$ cat config.mk
export PLATFORM = sky130hd
export DESIGN_NAME = evbuf_mgr
export DESIGN_NICKNAME = d
export VERILOG_FILES = /design/src/rtl/evbuf_pkg.sv /design/src/rtl/evbuf_space.sv /design/src/rtl/evbuf_ptr_fifo.sv /design/src/rtl/evbuf_mgr.sv
export SDC_FILE = /design/constraint.sdc
export NUM_CORES = 1
export LEC_CHECK = 0
export BUFFER_PORTS_ARGS = -buffer_cell sky130_fd_sc_hd__buf_2
export CAP_MARGIN = 20
export CORE_MARGIN = 4
export CORE_UTILIZATION = 45
export CTS_CLUSTER_SIZE = 24
export DETAILED_ROUTE_END_ITERATION = 7
export HOLD_SLACK_MARGIN = 0.15
export PLACE_DENSITY = 0.63
export REMOVE_ABC_BUFFERS = 1
export SYNTH_ARGS = -nofsm -noshare
export SYNTH_HDL_FRONTEND = slang
export SYNTH_SLANG_ARGS = --single-unit
$ cat constraint.sdc
create_clock -name clk -period 6.6 [get_ports clk]
set_input_delay 0.66 -clock clk [delete_from_list [all_inputs] [get_ports clk]]
set_output_delay 0.66 -clock clk [all_outputs]
set_load 0.02 [all_outputs]
$ cat src/rtl/evbuf_pkg.sv
package evbuf_pkg;
  typedef enum logic [1:0] {
    RSP_IDLE  = 2'd0,
    RSP_GRANT = 2'd1,
    RSP_FULL  = 2'd2
  } rsp_e;
endpackage

$ cat src/rtl/evbuf_space.sv
// Decides whether a transfer of 'words' fits at the write pointer.
module evbuf_space #(
  parameter int ADDR_W = 12,
  parameter int CNT_W  = 9,
  parameter int TOTAL  = 3584,
  localparam int SUM_W = ((CNT_W > ADDR_W) ? CNT_W : ADDR_W) + 1
) (
  input  logic [ADDR_W-1:0] wp,
  input  logic [ADDR_W-1:0] rp,
  input  logic              lap,
  input  logic [CNT_W-1:0]  words,
  output logic              fits
);
  logic [SUM_W-1:0] need;

  always_comb begin
    need = SUM_W'(wp) + SUM_W'(words);
    if (lap) fits = (need <= SUM_W'(rp));
    else     fits = (need <= SUM_W'(TOTAL));
  end
endmodule

$ cat src/rtl/evbuf_ptr_fifo.sv
// Read-pointer FIFO: stores {start, length} of completed events.
module evbuf_ptr_fifo #(
  parameter int DEPTH = 16,
  parameter int W     = 25,
  localparam int IDX_W = (DEPTH > 1) ? $clog2(DEPTH) : 1,
  localparam int LVL_W = $clog2(DEPTH + 1)
) (
  input  logic         clk,
  input  logic         rst,
  input  logic         push,
  input  logic         pop,
  input  logic [W-1:0] din,
  output logic [W-1:0] dout,
  output logic         not_empty,
  output logic         is_full
);
  logic [W-1:0]     mem [DEPTH];
  logic [IDX_W-1:0] wr_q, rd_q;
  logic [LVL_W-1:0] lvl_q;

  always_ff @(posedge clk) begin
    if (push) mem[wr_q] <= din;
  end

  always_ff @(posedge clk) begin
    if (rst) begin
      wr_q  <= '0;
      rd_q  <= '0;
      lvl_q <= '0;
    end else begin
      if (push) wr_q <= (wr_q == IDX_W'(DEPTH - 1)) ? '0 : wr_q + 1'b1;
      if (pop)  rd_q <= (rd_q == IDX_W'(DEPTH - 1)) ? '0 : rd_q + 1'b1;
      case ({push, pop})
        2'b10:   lvl_q <= lvl_q + 1'b1;
        2'b01:   lvl_q <= lvl_q - 1'b1;
        default: lvl_q <= lvl_q;
      endcase
    end
  end

  assign dout      = mem[rd_q];
  assign not_empty = (lvl_q != '0);
  assign is_full   = (lvl_q == LVL_W'(DEPTH));
endmodule

$ cat src/rtl/evbuf_mgr.sv
module evbuf_mgr
  import evbuf_pkg::*;
#(
  parameter int MAIN_WORDS = 3072,
  parameter int OVF_WORDS  = 512,
  parameter int CNT_W      = 9,
  parameter int FIFO_DEPTH = 16,
  localparam int TOTAL  = MAIN_WORDS + OVF_WORDS,
  localparam int ADDR_W = $clog2(TOTAL + 1),
  localparam int LEN_W  = ADDR_W + 1
) (
  input  logic              clk,
  input  logic              rst,
  input  logic              xfer_valid,
  input  logic [CNT_W-1:0]  xfer_words,
  input  logic              xfer_more,
  input  logic              rel,
  output logic              grant,
  output logic              full,
  output logic [ADDR_W-1:0] wr_addr,
  output logic              head_valid,
  output logic [ADDR_W-1:0] head_addr,
  output logic [LEN_W-1:0]  head_len
);
  localparam int ENT_W = ADDR_W + LEN_W;

  logic [ADDR_W-1:0] wp_q, rp_q, ev_start_q, start_c;
  logic [LEN_W-1:0]  ev_sum_q, sum_c, end_w, end_r;
  logic              lap_q, in_ev_q, lap_d;
  logic              fits, fifo_full, fifo_ne;
  logic              accept, push, pop, wrap_w, wrap_r;
  logic [ENT_W-1:0]  push_word, head_word;
  rsp_e              rsp;

  evbuf_space #(.ADDR_W(ADDR_W), .CNT_W(CNT_W), .TOTAL(TOTAL)) u_space (
    .wp(wp_q), .rp(rp_q), .lap(lap_q), .words(xfer_words), .fits(fits)
  );

  evbuf_ptr_fifo #(.DEPTH(FIFO_DEPTH), .W(ENT_W)) u_fifo (
    .clk(clk), .rst(rst), .push(push), .pop(pop),
    .din(push_word), .dout(head_word), .not_empty(fifo_ne), .is_full(fifo_full)
  );

  always_comb begin
    start_c   = in_ev_q ? ev_start_q : wp_q;
    sum_c     = (in_ev_q ? ev_sum_q : '0) + LEN_W'(xfer_words);
    end_w     = LEN_W'(wp_q) + LEN_W'(xfer_words);
    wrap_w    = (end_w >= LEN_W'(MAIN_WORDS));
    accept    = xfer_valid && fits && (xfer_more || !fifo_full);
    push      = accept && !xfer_more;
    pop       = rel && fifo_ne;
    end_r     = LEN_W'(head_addr) + head_len;
    wrap_r    = (end_r >= LEN_W'(MAIN_WORDS));
    push_word = {start_c, sum_c};
    if (!xfer_valid) rsp = RSP_IDLE;
    else if (accept) rsp = RSP_GRANT;
    else             rsp = RSP_FULL;
    // write wrap needs lap=0, read wrap needs lap=1: never both at once
    lap_d = lap_q;
    if (pop && wrap_r)  lap_d = 1'b0;
    if (push && wrap_w) lap_d = 1'b1;
  end

  assign head_valid = fifo_ne;
  assign head_addr  = head_word[ENT_W-1:LEN_W];
  assign head_len   = head_word[LEN_W-1:0];

  always_ff @(posedge clk) begin
    if (rst) begin
      grant      <= 1'b0;
      full       <= 1'b0;
      wr_addr    <= '0;
      wp_q       <= '0;
      rp_q       <= '0;
      lap_q      <= 1'b0;
      in_ev_q    <= 1'b0;
      ev_start_q <= '0;
      ev_sum_q   <= '0;
    end else begin
      grant <= (rsp == RSP_GRANT);
      full  <= (rsp == RSP_FULL);
      lap_q <= lap_d;
      if (accept) begin
        wr_addr <= wp_q;
        if (xfer_more) begin
          in_ev_q    <= 1'b1;
          ev_start_q <= start_c;
          ev_sum_q   <= sum_c;
          wp_q       <= end_w[ADDR_W-1:0];
        end else begin
          in_ev_q <= 1'b0;
          wp_q    <= wrap_w ? '0 : end_w[ADDR_W-1:0];
        end
      end
      if (pop) rp_q <= wrap_r ? '0 : end_r[ADDR_W-1:0];
    end
  end
endmodule

==> key figures, run 1 <==
Run status
  – Outcome: finished, final reports clean

STA
  – Fmax: ~180 MHz
  – Fin. max-slew vios: 0
  – Finish-stage setup viols: 0
  – RSZ-0062 raised after global routing: no
  – Max_slew headroom: a little over two fifths
  – Worst hold slack: between 0.3 and 0.4 ns
  – Fin crit period: about 5.5 ns
  – Worst-margin pin slew: around 0.85 ns
  – Period utilization: about 84%
  – Final Hold Fails: 0
  – Skew final: 0.0104 ns

Logic synthesis
  – Post-synthesis cell count: 1234
  – Mux cell area share after synthesis: between 10% and 20%
  – Post-synth EDFFs: 400
  – Ys Warns: 0
  – Async set-reset flop share out of synthesis: 0%
  – Largest family of logic cells by synthesized area: multiplexers
  – Post-synthesis adder-cell area fraction: 3.51%
  – Synth Register Bits: 482
  – Post-synthesis compound-gate area fraction: about 5.2%
  – Simple-gate share of the synthesized area: roughly 6%
  – Most frequently used flop master after synthesis: edfxtp_1
  – Sequential share of the synthesized area: about two thirds
  – Syn Area/Cell: 16.6 um2
  – Post-synthesis xor/xnor area fraction: approximately 1.2%
  – Mapped Area: roughly 20000 um2
  – Cell variety after synth: between 60 and 70

Finish
  – Share of cells above drive strength 1: between 20% and 30%
  – Nets: approximately 1400
  – Non-filler instance count after layout: 1954
  – Commonest non-fill, non-tap cell in the layout: edfxtp_1
  – Most frequent cells in the layout: edfxtp_1, mux4_2, nand2_1, dfxtp_1, nor2_1
  – Finished Core Util: between 50% and 60%
  – Area Overhead vs Synth: 14.0%

Floorplan
  – Die X: around 220 um
  – Core area: approximately 45000 um2
  – Starting density of the core: 45.9%
  – Top Ports: 54
  – Die Area: 48900 um2
  – Row cnt: between 70 and 80
  – Die Y: between 200 and 250 um

Critical path
  – Worst Path Required: 7.10 ns
  – CP Launch Type: register
  – Critical R2R Launch: wp_q[0]$_SDFFE_PP0N_
  – Setup CP Type: register to register
  – Register-to-register setup slack: 1.07 ns
  – Setup crit start: wp_q[0]$_SDFFE_PP0N_
  – Crit path DAT: slightly above 6 ns
  – Crit-path max FO: 20
  – Setup crit end kind: register

Power
  – Sequential Power Share: between 40% and 50%
  – Gate power share: around a quarter
  – Switch Pwr: 2.47 mW
  – P_int: 5.96 mW
  – Tot Pwr: 8.43 mW
  – Clk network pwr share: 32.7%
  – Sw frac: between 20% and 30%
  – Lkg Pwr: 7.73 nW
  – Pwr Density: roughly 360 nW/um2
  – Worst vdd rail ir drop: around 0.00024 V

Clock tree
  – Clock slew at reported path FFs: 0.06 ns
  – Total setup buffers inserted after CTS: 0
  – CTS tree: done
  – Total CTS buffers: 50
  – CTS H-tree depth: 2
  – Maximum clock insertion buffer count: 3
  – Root Buffer: clkbuf_16
  – Resized cells post-CTS: 0
  – Clock latency reported for the late side of the worst-skew pair: approximately 0.58 ns
  – Cts hold-fix bufs: 0
  – CTS sink count: 482

Job
  – Maximum capacitance violations: 0

Detailed routing
  – First-pass DRT Iterations: 5
  – DRT iter0 DRCs: approximately 1100
  – DRC viols: 0
  – Per-cell routed wire length: around 26 um
  – Detail Route Antenna Nets: 0
  – WL final: 49900 um
  – Vias per std cell: 5.81
  – Vias post-DR: about 11000

Global route
  – Grt total ovfl: 0
  – Gr usage total: around a fifth
  – Vias in the first global route: roughly 11000
  – Initial antenna violation count: 2
  – First-pass GRT wire length: ~74000 um
  – Largest net degree at the start of global routing: 70

Placed design
  – Port buffer count: between 50 and 60
  – Routability-driven placement congestion ratio: about 0.87
  – Hpwl dp: approximately 30000 um
  – Placed instance count: about 1900

Min path
  – Worst min path class: input pin to register
  – Hold path startpoint: xfer_valid
==> layout make-up <==
| cell class | count | area (um2) |
|---|---|---|
| Sequential cell | 482 | 13700 |
| Clock inverter | 31 | 267 |
| Fill cell | 3593 | 21300 |
| Timing Repair Buffer | 94 | 736 |
| Inverter | 39 | 146 |
| Antenna cell | 2 | 5.00 |
| Tap cell | 592 | 741 |
| Clock buffer | 61 | 1330 |
| Multi-Input combinational cell | 653 | 6430 |
==> through the flow <==
step                      cell area (um2)  TNS [ns]  worst slack, ns
after floorplan                     20200     -8.86           -0.752
after detailed placement            21700         0            0.731
final                               23300         0             1.07
after global placement              21700         0            0.846
after CTS                           23300         0             1.11
after global routing                23300         0            0.730
==> layer usage <==
metal | routed length [um] | GRT usage (%) | up-vias | share of wire, %
li1 | - | - | 5015 | -
met1 | 21500 | 28.5 | 5905 | 43
met2 | 24200 | 33.1 | 361 | 48
met3 | 2920 | 3.18 | 70 | 5.8
met4 | 1340 | 6.12 | 0 | 2.7
met5 | 0 | 0 | - | 0
==> synthesized netlist by cell type (3+ instances only) <==
master / n / share of area, %
o21a_1: 10 / 0.37
a211oi_2: 4 / 0.24
o31ai_1: 5 / 0.18
nand2b_1: 6 / 0.18
inv_1: 37 / 0.68
dfxtp_1: 82 / 8.0
a21oi_1: 66 / 1.6
mux2i_1: 24 / 1.2
and3_1: 14 / 0.43
and2_1: 10 / 0.31
or3_1: 7 / 0.21
a211oi_1: 5 / 0.18
nand4_1: 8 / 0.24
buf_2: 10 / 0.24
nor3_1: 10 / 0.24
xnor2_1: 15 / 0.64
o211a_1: 3 / 0.15
nand2_1: 79 / 1.4
and4_1: 3 / 0.13
xor2_1: 12 / 0.51
a31oi_1: 4 / 0.12
a21boi_0: 4 / 0.15
mux2_2: 11 / 0.61
o21ai_0: 30 / 0.73
nand3_1: 14 / 0.34
nor2b_1: 11 / 0.34
o211ai_1: 5 / 0.18
ha_1: 51 / 3.1
clkbuf_1: 34 / 0.62
nor2_1: 71 / 1.3
buf_1: 13 / 0.24
mux4_2: 125 / 14
a21o_1: 7 / 0.26
o31a_1: 3 / 0.13
fa_1: 4 / 0.39
edfxtp_1: 400 / 59
==> cells by family (layout without fill, tap and decap cells) <==
logic type / Yosys count / count (layout)
AOI/OAI and AO/OA: 164 / 164
xor gates and xnor gates: 27 / 27
adders and majority gates: 55 / 55
buffers and inverters: 99 / 225
DFF: 482 / 482
muxes: 160 / 160
other: 0 / 2
and+or+nand+nor: 247 / 247
==> power groups by stage <==
stage          Sequential, mW  Combinational, mW  Clock (mW)
2_1_floorplan            3.69               1.53           0
3_3_place_gp             3.63               2.09           0
3_5_place_dp             3.63               2.11           0
4_1_cts                  3.57               2.12        2.81
5_1_grt                  3.58               2.31        2.95
6_report                 3.56               2.11        2.75
==> state kept, by name (all words and copies together), names as in the netlist, named ones only <==
register / flops
ev_start_q: 12
ev_sum_q: 13
full: 1
grant: 1
in_ev_q: 1
lap_q: 1
rp_q: 12
u_fifo.lvl_q: 5
u_fifo.mem: 400
u_fifo.rd_q: 4
u_fifo.wr_q: 4
wp_q: 12
wr_addr: 12
==> final timing paths <==
path         cells after the start                      endpoint
max                             24  u_fifo.lvl_q[4]$_SDFFE_PP0P_
max reg2reg                     24  u_fifo.lvl_q[4]$_SDFFE_PP0P_
min                              2               full$_SDFF_PP0_
min reg2reg                      2       wr_addr[4]$_SDFFE_PP0N_
==> critical path, stage by stage, from the launching register on <==
cell      delay [ns]
dfxtp_1         0.38
ha_1            0.20
inv_1           0.06
fa_1            0.44
nor2b_4         0.16
o2111a_1        0.25
nor3_1          0.07
xor2_1          0.31
inv_1           0.11
ha_1            0.29
nand4_1         0.11
a21oi_1         0.06
o31ai_1         0.23
a211oi_1        0.13
or3_1           0.52
a211oi_2        0.20
buf_4           0.24
inv_2           0.09
ha_1            0.29
fa_1            0.43
a21o_1          0.17
a21oi_1         0.17
xor2_1          0.09
or3_1           0.31
a21oi_1         0.13
Power figures use the tool's default switching activity.
==> inputs of run 2 (changes only) <==
PLACE_DENSITY = 0.65   (was 0.63)
clock period = 4.9 ns   (was 6.6 ns; I/O delays follow)
==> key figures, run 2 (synthesized netlist as in run 1, its figures left out) <==
Power
  – Sw frac: 29.6% (+0.28 points)
  – P_int: 8.11 mW (+36%)
  – Lkg Pwr: 8.07 nW (+4.4%)
  – Gate power share: 27.4% (+2.3 points)
  – Sequential Power Share: 41.0% (-1.2 points)
  – Pwr Density: 479 nW/um2 (+33%)
  – Clk network pwr share: 31.6% (-1.1 points)
  – Worst vdd rail ir drop: 0.000343 V (+44%)
  – Switch Pwr: 3.41 mW (+38%)

Clock tree
  – CTS H-tree depth: 2 (unchanged)
  – CTS sink count: 482 (unchanged)
  – Maximum clock insertion buffer count: 3 (unchanged)
  – Clock latency reported for the late side of the worst-skew pair: 0.58 ns (about the same)
  – Clock slew at reported path FFs: 0.06 ns (about the same)
  – Root Buffer: clkbuf_16
  – CTS tree: done
  – Total CTS buffers: 49 (-2.0%)
  – Cts hold-fix bufs: 0 (unchanged)

Detailed routing
  – WL final: 49300 um (-1.2%)
  – Vias per std cell: 5.73 (-1.3%)
  – First-pass DRT Iterations: 5 (unchanged)
  – Vias post-DR: 11600 (+2.3%)
  – DRC viols: 0 (unchanged)
  – DRT iter0 DRCs: 1066 (+1.2%)
  – Per-cell routed wire length: 24.4 um (-4.7%)
  – Detail Route Antenna Nets: 0 (unchanged)

Finish
  – Most frequent cells in the layout: edfxtp_1, mux4_2, buf_4
  – Antenna Cells: 0 (-2)
  – Cell area after layout: 24000 um2 (+3.0%)
  – Commonest non-fill, non-tap cell in the layout: edfxtp_1
  – Largest register FFs: 400 (unchanged)
  – Fillers: 3499 (-2.6%)
  – Top reg by flops: u_fifo.mem
  – Biggest regs: u_fifo.mem: 400 flops, ev_sum_q: 13 flops
  – Nets: 1463 (+5.3%)
  – Area Overhead vs Synth: 17.4%
  – Share of cells above drive strength 1: 28.9% (+3.9 points)

Global route
  – Grt total ovfl: 0 (unchanged)
  – Largest net degree at the start of global routing: 51 (-27%)
  – First-pass GRT wire length: 74700 um (+0.58%)
  – Gr usage total: 20.1% (-0.14 points)
  – Initial antenna violation count: 0 (-2)
  – Vias in the first global route: 11600 (+1.7%)

Placed design
  – Hpwl dp: 31600 um (+5.4%)
  – Port buffer count: 53 (unchanged)
  – Placed instance area: 22400 um2 (+3.2%)
  – Routability-driven placement congestion ratio: 0.894 (+3.0%)

Run status
  – Outcome: finished, final reports clean

STA
  – Final Hold Fails: 0 (unchanged)
  – Period utilization: 95.1% (+11 points)
  – Max_slew headroom: 30.3% (-13 points)
  – Worst hold slack: 0.185 ns (-0.172 ns)
  – Fin crit period: 4.66 ns (-0.872 ns)
  – RSZ-0062 raised after global routing: no
  – Skew final: 0.0160 ns (+0.00554 ns)
  – Fmax: 215 MHz (+19%)
  – Finish-stage setup viols: 0 (unchanged)
  – Fin. max-slew vios: 0 (unchanged)
  – Worst-margin pin slew: 1.04 ns (+0.195 ns)

Floorplan
  – Core area: 44600 um2 (unchanged)
  – Starting density of the core: 45.9% (unchanged)
  – Die Y: 221 um (unchanged)
  – Die X: 221 um (unchanged)
  – Top Ports: 54 (unchanged)
  – Die Area: 48900 um2 (unchanged)
  – Row cnt: 77 (unchanged)

Critical path
  – Crit path DAT: 5.17 ns (-0.86 ns)
  – Setup CP Type: register to register
  – Crit-path max FO: 3 (-85%)
  – Worst Path Required: 5.41 ns (-1.69 ns)
  – CP Launch Type: register
  – Setup crit end kind: register

Job
  – Maximum capacitance violations: 0 (unchanged)

Min path
  – Worst min path class: input pin to register
[run 2: cell count changes in the layout (fill, tap and decap cells not counted), sizes merged]
cell,delta
buf,+75
clkinv,+5
clkinvlp,-4
clkbuf,-2
diode,-2
bufinv,-1
[run 2: area by class of cell]
cell class	instances	area (um2)	area share, %
sequential	482	13700	56.9
multi-input combinational	653	6470	26.9
timing repair buffer	169	1440	5.98
clock buffer	59	1320	5.47
tap	592	741	3.08
clock inverter	31	255	1.06
inverter	39	146	0.609
[run 2: repair_timing]
item | CTS | global route
setup buffers | 0 | 4
endpoints found under the setup margin | 0 | 2
endpoints found under the hold margin | 0 | 0
resized for setup | 0 | 12
[run 2: final timing paths]
| kind | from | to | slack (ns) | depth (start not counted) |
|---|---|---|---|---|
| min | xfer_valid | full$_SDFF_PP0_ | 0.18 | 2 |
| min reg2reg | wr_addr[9]$_SDFFE_PP0N_ | wr_addr[9]$_SDFFE_PP0N_ | 0.45 | 2 |
| max | wp_q[0]$_SDFFE_PP0N_ | u_fifo.lvl_q[4]$_SDFFE_PP0P_ | 0.24 | 23 |
| max reg2reg | wp_q[0]$_SDFFE_PP0N_ | u_fifo.lvl_q[4]$_SDFFE_PP0P_ | 0.24 | 23 |
[run 2: power groups by stage]
stage                     registers (mW)  logic (mW)  clock network (mW)
final                               4.73        3.15                3.64
after floorplan                     4.97        2.06                   0
after detailed placement            4.81        3.13                   0
after global routing                4.74        3.44                3.89
after CTS                           4.73        3.15                3.71
after global placement              4.81        3.10                   0
[run 2: metrics by stage]
stage	setup TNS, ns	instances	power [mW]	util (%)	worst slack, ns
global route	0	2025	12.1	53.9	0.0170
finish	0	2025	11.5	53.9	0.242
global placement	-0.186	1928	7.90	50.1	-0.128
CTS	0	2020	11.6	53.7	0.0336
floorplan	-93.83	1174	7.03	-	-2.45
detailed placement	-0.356	1930	7.94	50.1	-0.208
[run 2: worst max-delay path: stages, from the launching register on]
cell	delay (ns)
dfxtp_2	0.35
ha_4	0.13
inv_1	0.05
fa_2	0.41
nor2b_4	0.15
o2111a_2	0.24
nor3_1	0.06
xor2_1	0.19
inv_1	0.09
ha_1	0.28
nand4_1	0.12
a21oi_1	0.06
o31ai_1	0.25
a211oi_1	0.12
or3_1	0.35
a211oi_2	0.28
inv_2	0.09
ha_4	0.18
fa_2	0.34
a21o_1	0.18
a21oi_2	0.14
xor2_1	0.08
or3_1	0.32
a21oi_2	0.13
[run 2: per-layer routing]
metal,track usage [%],vias up,wire length [um]
met5,0,-,0
met4,4.17,0,844
met3,3.45,56,3080
met2,32.4,387,23800
met1,29.4,5988,21600
li1,-,5177,-
